## src/rtl/wd_lock_pkg.sv

```systemverilog
`timescale 1ns/1ps
package wd_lock_pkg;
  localparam int REG_W   = 16;
  localparam int LANES   = REG_W / 8;
  localparam int WAIT_BIT = 0;
  localparam int DBG_BIT  = 1;
  localparam int EN_BIT   = 2;
  localparam int LP_BIT   = 3;
  localparam int TO_LSB   = 8;
  localparam int TO_W     = REG_W - TO_LSB;

  typedef enum logic [1:0] {
    RULE_RSVD, RULE_FREE, RULE_ONCE, RULE_SETONLY
  } bitRule_e;

  function automatic bitRule_e ruleOf(input int idx);
    if (idx == EN_BIT) return RULE_SETONLY;
    if (idx == WAIT_BIT || idx == DBG_BIT || idx == LP_BIT) return RULE_ONCE;
    if (idx >= TO_LSB) return RULE_FREE;
    return RULE_RSVD;
  endfunction

  typedef struct packed {
    logic [LANES-1:0] laneWr;
    logic             rdEn;
    logic             err;
  } busStrobe_t;
endpackage

```

## src/rtl/wd_lock_ctrl.sv

```systemverilog
`timescale 1ns/1ps
module wd_lock_ctrl
  import wd_lock_pkg::*;
(
  input  logic             busValid,
  input  logic             busWrite,
  input  logic             busHalfSel,
  input  logic [LANES-1:0] lowLanes,
  output busStrobe_t       strobes
);
  logic hit;

  // Upper lanes never reach the register: a wide access folds to lanes 1:0.
  assign hit = busValid && !busHalfSel && (|lowLanes);

  always_comb begin
    strobes        = '0;
    strobes.err    = busValid && !hit;
    strobes.rdEn   = hit && !busWrite;
    strobes.laneWr = (hit && busWrite) ? lowLanes : '0;
  end
endmodule

```

## src/rtl/wd_lock_regs.sv

```systemverilog
`timescale 1ns/1ps
module wd_lock_regs
  import wd_lock_pkg::*;
#(
  parameter logic [TO_W-1:0] RST_TIMEOUT = '1
)(
  input  logic             clk,
  input  logic             rstN,
  input  busStrobe_t       strobes,
  input  logic [REG_W-1:0] wrData,
  output logic [REG_W-1:0] regVal
);
  localparam logic [REG_W-1:0] RST_REG = REG_W'(RST_TIMEOUT) << TO_LSB;

  for (genvar i = 0; i < REG_W; i++) begin : g_bit
    localparam bitRule_e RULE = ruleOf(i);
    localparam int       LANE = i / 8;
    if (RULE == RULE_ONCE) begin : g_once
      logic valQ, doneQ;
      always_ff @(posedge clk) begin
        if (!rstN) begin
          valQ  <= RST_REG[i];
          doneQ <= 1'b0;
        end else if (strobes.laneWr[LANE] && !doneQ) begin
          valQ  <= wrData[i];
          doneQ <= 1'b1;
        end
      end
      assign regVal[i] = valQ;
    end else if (RULE == RULE_SETONLY) begin : g_set
      logic valQ;
      always_ff @(posedge clk) begin
        if (!rstN)                                   valQ <= RST_REG[i];
        else if (strobes.laneWr[LANE] && wrData[i])  valQ <= 1'b1;
      end
      assign regVal[i] = valQ;
    end else if (RULE == RULE_FREE) begin : g_free
      logic valQ;
      always_ff @(posedge clk) begin
        if (!rstN)                       valQ <= RST_REG[i];
        else if (strobes.laneWr[LANE])   valQ <= wrData[i];
      end
      assign regVal[i] = valQ;
    end else begin : g_rsvd
      logic unusedBit;
      assign unusedBit = wrData[i];
      assign regVal[i] = 1'b0;
    end
  end
endmodule

```

## src/rtl/wd_lock_counter.sv

```systemverilog
`timescale 1ns/1ps
module wd_lock_counter #(
  parameter int CNT_W = 8
)(
  input  logic             clk,
  input  logic             rstN,
  input  logic             enable,
  input  logic             kick,
  input  logic [CNT_W-1:0] reload,
  output logic             pulse
);
  logic [CNT_W-1:0] cntQ;

  always_ff @(posedge clk) begin
    if (!rstN) begin
      cntQ  <= '0;
      pulse <= 1'b0;
    end else begin
      pulse <= 1'b0;
      if (!enable || kick) begin
        cntQ <= reload;
      end else if (cntQ == '0) begin
        cntQ  <= reload;
        pulse <= 1'b1;
      end else begin
        cntQ <= cntQ - 1'b1;
      end
    end
  end
endmodule

```

## src/rtl/wd_ctrl_lock.sv

```systemverilog
`timescale 1ns/1ps
module wd_ctrl_lock
  import wd_lock_pkg::*;
#(
  parameter int              DATA_W      = 32,
  parameter logic [TO_W-1:0] RST_TIMEOUT = '1
)(
  input  logic              clk,
  input  logic              rstN,
  input  logic              busValid,
  input  logic              busWrite,
  input  logic              busHalfSel,
  input  logic [DATA_W/8-1:0] busByteEn,
  input  logic [DATA_W-1:0] busWdata,
  output logic [DATA_W-1:0] busRdata,
  output logic              busError,
  input  logic              wdKick,
  output logic              wdEnable,
  output logic              cfgWaitStop,
  output logic              cfgDebugStop,
  output logic              cfgLowPwrStop,
  output logic              timeoutPulse
);
  busStrobe_t       strobes;
  logic [REG_W-1:0] regVal;
  logic             unusedBits;

  assign unusedBits = ^{busWdata[DATA_W-1:REG_W], busByteEn[DATA_W/8-1:LANES]};

  wd_lock_ctrl u_ctrl (
    .busValid  (busValid),
    .busWrite  (busWrite),
    .busHalfSel(busHalfSel),
    .lowLanes  (busByteEn[LANES-1:0]),
    .strobes   (strobes)
  );

  wd_lock_regs #(.RST_TIMEOUT(RST_TIMEOUT)) u_regs (
    .clk    (clk),
    .rstN   (rstN),
    .strobes(strobes),
    .wrData (busWdata[REG_W-1:0]),
    .regVal (regVal)
  );

  wd_lock_counter #(.CNT_W(TO_W)) u_cnt (
    .clk   (clk),
    .rstN  (rstN),
    .enable(regVal[EN_BIT]),
    .kick  (wdKick),
    .reload(regVal[REG_W-1:TO_LSB]),
    .pulse (timeoutPulse)
  );

  assign busRdata      = strobes.rdEn ? DATA_W'(regVal) : '0;
  assign busError      = strobes.err;
  assign wdEnable      = regVal[EN_BIT];
  assign cfgWaitStop   = regVal[WAIT_BIT];
  assign cfgDebugStop  = regVal[DBG_BIT];
  assign cfgLowPwrStop = regVal[LP_BIT];
endmodule

```

## config.mk

```make
export PLATFORM = sky130hd
export DESIGN_NAME = wd_ctrl_lock
export DESIGN_NICKNAME = d
export VERILOG_FILES = /design/src/rtl/wd_lock_pkg.sv /design/src/rtl/wd_lock_ctrl.sv /design/src/rtl/wd_lock_regs.sv /design/src/rtl/wd_lock_counter.sv /design/src/rtl/wd_ctrl_lock.sv
export SDC_FILE = /design/constraint.sdc
export NUM_CORES = 1
export LEC_CHECK = 0
export ABC_AREA = 0
export BUFFER_PORTS_ARGS = -buffer_cell sky130_fd_sc_hd__clkbuf_2
export CORE_MARGIN = 2
export CORE_UTILIZATION = 48
export CTS_CLUSTER_DIAMETER = 50
export DETAILED_ROUTE_END_ITERATION = 10
export PLACE_DENSITY = 0.85
export SLEW_MARGIN = 20
export SYNTH_ARGS = -nofsm -noshare
export SYNTH_HDL_FRONTEND = slang
export SYNTH_HIERARCHICAL = 1
export SYNTH_SLANG_ARGS = --single-unit
```

## constraint.sdc

```tcl
create_clock -name clk -period 2.3 [get_ports clk]
set_input_delay 0.23 -clock clk [delete_from_list [all_inputs] [get_ports clk]]
set_output_delay 0.23 -clock clk [all_outputs]
set_load 0.02 [all_outputs]
```

Yosys cells after proc, flatten, opt, wreduce, memory -nomap -nowiden. Cells that the tools add are included.

Mux-type cells: 5. Multipliers: 0. Equal/unequal tests: 0. Bitwise logic cells: 1. Reductions and logical operators: 20. $lt $le $gt $ge: 0. Div/mod/pow operators: 0. Add/subtract/negate cells: 1. Shift-type cells: 0.

Operators with widths (count): two-way mux 16 bit (1); two-way mux 8 bit (2); logical AND 1 bit (9); logical NOT 8 bit (1); subtractor 8 x 1 -> 8 bit (second input constant) (1); logical NOT 1 bit (7); OR reduction 2 bit (2); two-way mux 2 bit (1); logical OR 1 bit (1); two-way mux 1 bit (1); NOT 1 bit (1).

Flip-flop bits (word level): 24. Bits of input ports: 42. Memory bits (writable): 0. Output and inout port bits: 38. Word-level logic and storage cells: 44. Bits in read-only memories: 0. Memories kept: 0. Bits in latches: 0.

Depth between registers and ports, before layout.
Depth after elaboration: 6. Gate-level depth with buffers: 6. Mapped depth without buffers: 6.

By module. The synthesis kept the hierarchy.

Modules (own cells, without submodules): wd_lock_regs (sequential area each 300.3 sq um, times used 1, cells each 68, area each 669.4 sq um); wd_lock_counter (sequential area each 180.2 sq um, times used 1, cells each 52, area each 495.5 sq um); wd_ctrl_lock (sequential area each 0.0 sq um, times used 1, cells each 34, area each 250.2 sq um); wd_lock_ctrl (sequential area each 0.0 sq um, times used 1, cells each 6, area each 50.0 sq um).

Least setup slack after synthesis. OpenSTA, ideal clock, no wires.

Kind: register -> register. From: register u_cnt.cntQ[0]. To: register u_cnt.cntQ[2]. Setup slack: 949 ps. Buffers on the path: 1. Required time: 2184 ps. Stages on the path, launching flop included: 7. Period minus slack after synthesis: 1351 ps. Library setup time: 116 ps. Arrival time: 1235 ps. Path through: dfxtp_1 > inv_1 > ha_1 > a311oi_4 > buf_6 > nand2_1 > o211a_1.

Cells in the longest elaborated chain, start to end: 3. Elaborated cells on any way between the ends: 4. Classes of those cells: 1 x add/sub; 2 x mux; 1 x reduce/logical.

RTL lines: from (decl) (line wd_lock_counter.sv:12) `logic [CNT_W-1:0] cntQ;`; from (signal assigned) (line wd_lock_counter.sv:21) `cntQ <= reload;`; from (signal assigned) (line wd_lock_counter.sv:23) `cntQ <= reload;`; from (signal assigned) (line wd_lock_counter.sv:26) `cntQ <= cntQ - 1'b1;`; subtractor 8 x 1 -> 8 bit or logical NOT 8 bit (tied branches) (line wd_lock_counter.sv:26, wd_lock_counter.sv:22); two-way mux 8 bit * (line wd_lock_counter.sv:22) `end else if (cntQ == '0) begin`; two-way mux 8 bit * (line wd_lock_counter.sv:20) `if (!enable || kick) begin`.

Every way passes the cells marked *; elsewhere a longest branch is shown, timed or not. A chain may end at the register's enable or synchronous reset.

Worst setup path in the final report.
From: register u_cnt.cntQ[0]. To: register u_cnt.cntQ[1].

The elaborated chain is that of the path after synthesis.

==> impl_metrics.py <==
metrics = {
    "place": {
        "port_buffers": 37,
        "gp_congestion": 0.750,
        "dpl.cell_count": 211,
        "preCtsSetupSlack_ps": 639,
        "postPlaceCellArea_um2": 1470,
        "dpl.hpwl_um": 1810,
    },
    "synthesis": {
        "yosys.area.top_type": "dfxtp_1",
        "yosysWarnings": 6,
        "synth_edf_count": 0,
        "ys_types": 30,
        "syn_inst": 160,
        "netlist_top_cells_count": "buf_4, dfxtp_1, nand2_1",
        "async_flop_share": 0,
        "avgSynthCellArea_um2": 9.16,
        "syn_area_um2": 1470,
        "synth.area.top_cells": "dfxtp_1, buf_4, mux2i_1, and2_2, nand2_1",
        "yosysTopAreaCellShare": 0.328,
        "synth_seq_cells": 24,
        "synth_seq_area_share": 0.328,
        "synth.most_common_cell": "buf_4",
        "synth-main-ff-cell": "dfxtp_1",
    },
    "global_routing": {
        "overflow": 0,
        "grt_max_degree": 28,
        "antenna_found_initial": 0,
        "grt_pass1_wl_um": 3570,
        "track_usage": 0.132,
        "grt_pass1_vias": 855,
    },
    "power": {
        "p_leak_nw": 0.718,
        "totalPowerFinal_mw": 0.794,
        "vdd_drop_max_mv": 0.399,
        "powerDensity_nw_per_um2": 526,
    },
    "setup_path": {
        "startpoint_type": "register",
        "crit_buf_inv": 1,
        "path_cells": "inv_1, ha_1, a311oi_4, mux2i_1, and2_1",
        "cp.depth": 5,
        "cp.required_ps": 2560,
        "max_stage_delay_ps": 560,
        "critPathKind": "reg -> reg",
        "cp_max_fo": 14,
        "slowest_stage": "a311oi_4",
        "crit_arrival_ps": 1940,
        "reg2reg_depth": 5,
        "crit_family": "compound AO/OA/AOI/OAI gates",
        "endpoint_kind": "register",
    },
    "flow_run": {
        "maxCapViolations": 0,
    },
    "timing": {
        "worst_slack_ps": 624,
        "finalCritPeriodShare": 0.729,
        "skew_ps": 5.61,
        "rsz0062_at_grt": "false",
        "whs_ps": 125,
        "min_period_ps": 1680,
        "fin_tns_setup_ps": 0,
        "tightest_slew_ps": 659,
        "slew_violations": 0,
        "fmax_mhz": 596,
        "finalHoldViolCount": 0,
        "max_slew_margin": 0.561,
        "setup_viol": 0,
    },
    "drt": {
        "drtAntennaViolNets": 0,
        "dr.first_iter.drc_count": 20,
        "drc": 0,
        "first_pass_iters": 4,
        "drt-total-wl_um": 2290,
        "wl_per_cell_um": 10.7,
        "vias": 988,
        "vias_per_cell": 4.60,
    },
    "cells_and_area": {
        "fin_cells": 215,
        "multiInputGateArea_um2": 739,
        "final_design_area_no_fill_um2": 1510,
        "drive_above_1_share": 0.324,
        "finish.utilization": 0.507,
        "syn_to_final_growth_pct": 2.99,
        "num-fill-cells": 282,
        "seqCellArea_um2": 480,
        "fin_nets": 227,
        "n_antenna_cell": 0,
    },
    "floorplan": {
        "core_um2": 2980,
        "rows": 20,
        "fp.dieH_um": 59.3,
        "ios": 80,
        "die_x_um": 59.3,
        "start_util": 0.492,
        "dieArea_um2": 3510,
    },
    "cts": {
        "postCtsHoldBufs": 0,
        "clk_latency_ps": 310,
        "cts_buffer_depth": 2,
        "numCtsBuffers": 3,
        "cts_setup_buffers": 0,
        "clock-sinks": 24,
        "clkTransAtPathRegs_ps": 130,
        "cts_tree": "built",
        "htreeDepth": 1,
        "root_buffer": "clkbuf_4",
        "cts-resized-gates": 0,
    },
    "worst_hold_path": {
        "hp-class": "in -> reg",
        "holdPathStages": 3,
    },
    "run_status": {
        "status": "finished clean",
    },
}
## cells by family after synthesis
| kind of cell | synth area share |
|---|---|
| xor+xnor | 0.0359 |
| fa+ha+maj | 0.0171 |
| flops | 0.328 |
| simple gates | 0.226 |
| other cells | 0.00513 |
| compound gates | 0.0854 |
| buf+inv | 0.213 |
| mux | 0.0888 |
## per-layer routing
| metal | vias up | track usage | part of all wire | wire length, um |
|---|---|---|---|---|
| met5 | - | 0 | 0 | 0 |
| met2 | 41 | 0.237 | 0.50 | 1140 |
| li1 | 510 | - | - | - |
| met1 | 435 | 0.151 | 0.43 | 986 |
| met4 | 0 | 0.0487 | 0.0074 | 17 |
| met3 | 2 | 0.0284 | 0.062 | 143 |
## tightest hold or removal path, stage by stage
cell and delay (ps):
clkbuf_2 70, mux2i_1 50, nand2_1 60
## registers in the layout (all words and copies together) (netlist names)
register and flops:
u_regs/g_bit.g_free.valQ 8, u_regs/g_bit.g_set.valQ 1, u_cnt/cntQ 8, u_cnt/pulse 1, u_regs/g_bit.g_once.valQ 3, u_regs/g_bit.g_once.doneQ 3
## placed cells by master, fill, tap and decap left out, types with 3 or more instances in the layout
cell | Yosys | layout
and2b_1 | 3 | 3
xnor2_1 | 3 | 3
and2_2 | 12 | 12
clkbuf_4 | 0 | 3
nor2_1 | 4 | 4
nand2_1 | 19 | 19
inv_1 | 5 | 5
clkbuf_2 | 0 | 37
mux2i_1 | 13 | 13
xor2_1 | 3 | 3
and2_1 | 5 | 5
conb_1 | 2 | 20
dfxtp_1 | 24 | 24
o21a_1 | 4 | 4
o211a_1 | 3 | 3
a21oi_1 | 4 | 4
## layout make-up
type | instances | share of cell area
multi-input cells | 111 | 0.490
flip-flops and latches | 24 | 0.318
repair buffers | 38 | 0.128
well taps | 33 | 0.0274
clock buffers | 4 | 0.0240
inverters | 5 | 0.0124
## where the power goes
| group | internal, mW | switching (mW) | total (mW) |
|---|---|---|---|
| sequential | 0.432 | 0.0151 | 0.447 |
| combinational | 0.0503 | 0.0804 | 0.131 |
| clock | 0.0967 | 0.120 | 0.217 |
## final timing paths
kind | from | to | slack, ps
worst max-delay path | u_cnt/cntQ[0] | u_cnt/cntQ[1] | 620
worst min-delay path | busWdata[9] | u_regs/g_bit[9].g_free.valQ | 120
worst max register to register | u_cnt/cntQ[0] | u_cnt/cntQ[1] | 620
worst min register to register | u_regs/g_bit[0].g_once.doneQ | u_regs/g_bit[0].g_once.doneQ | 470
No activity file was read; power rests on OpenSTA's default activity.
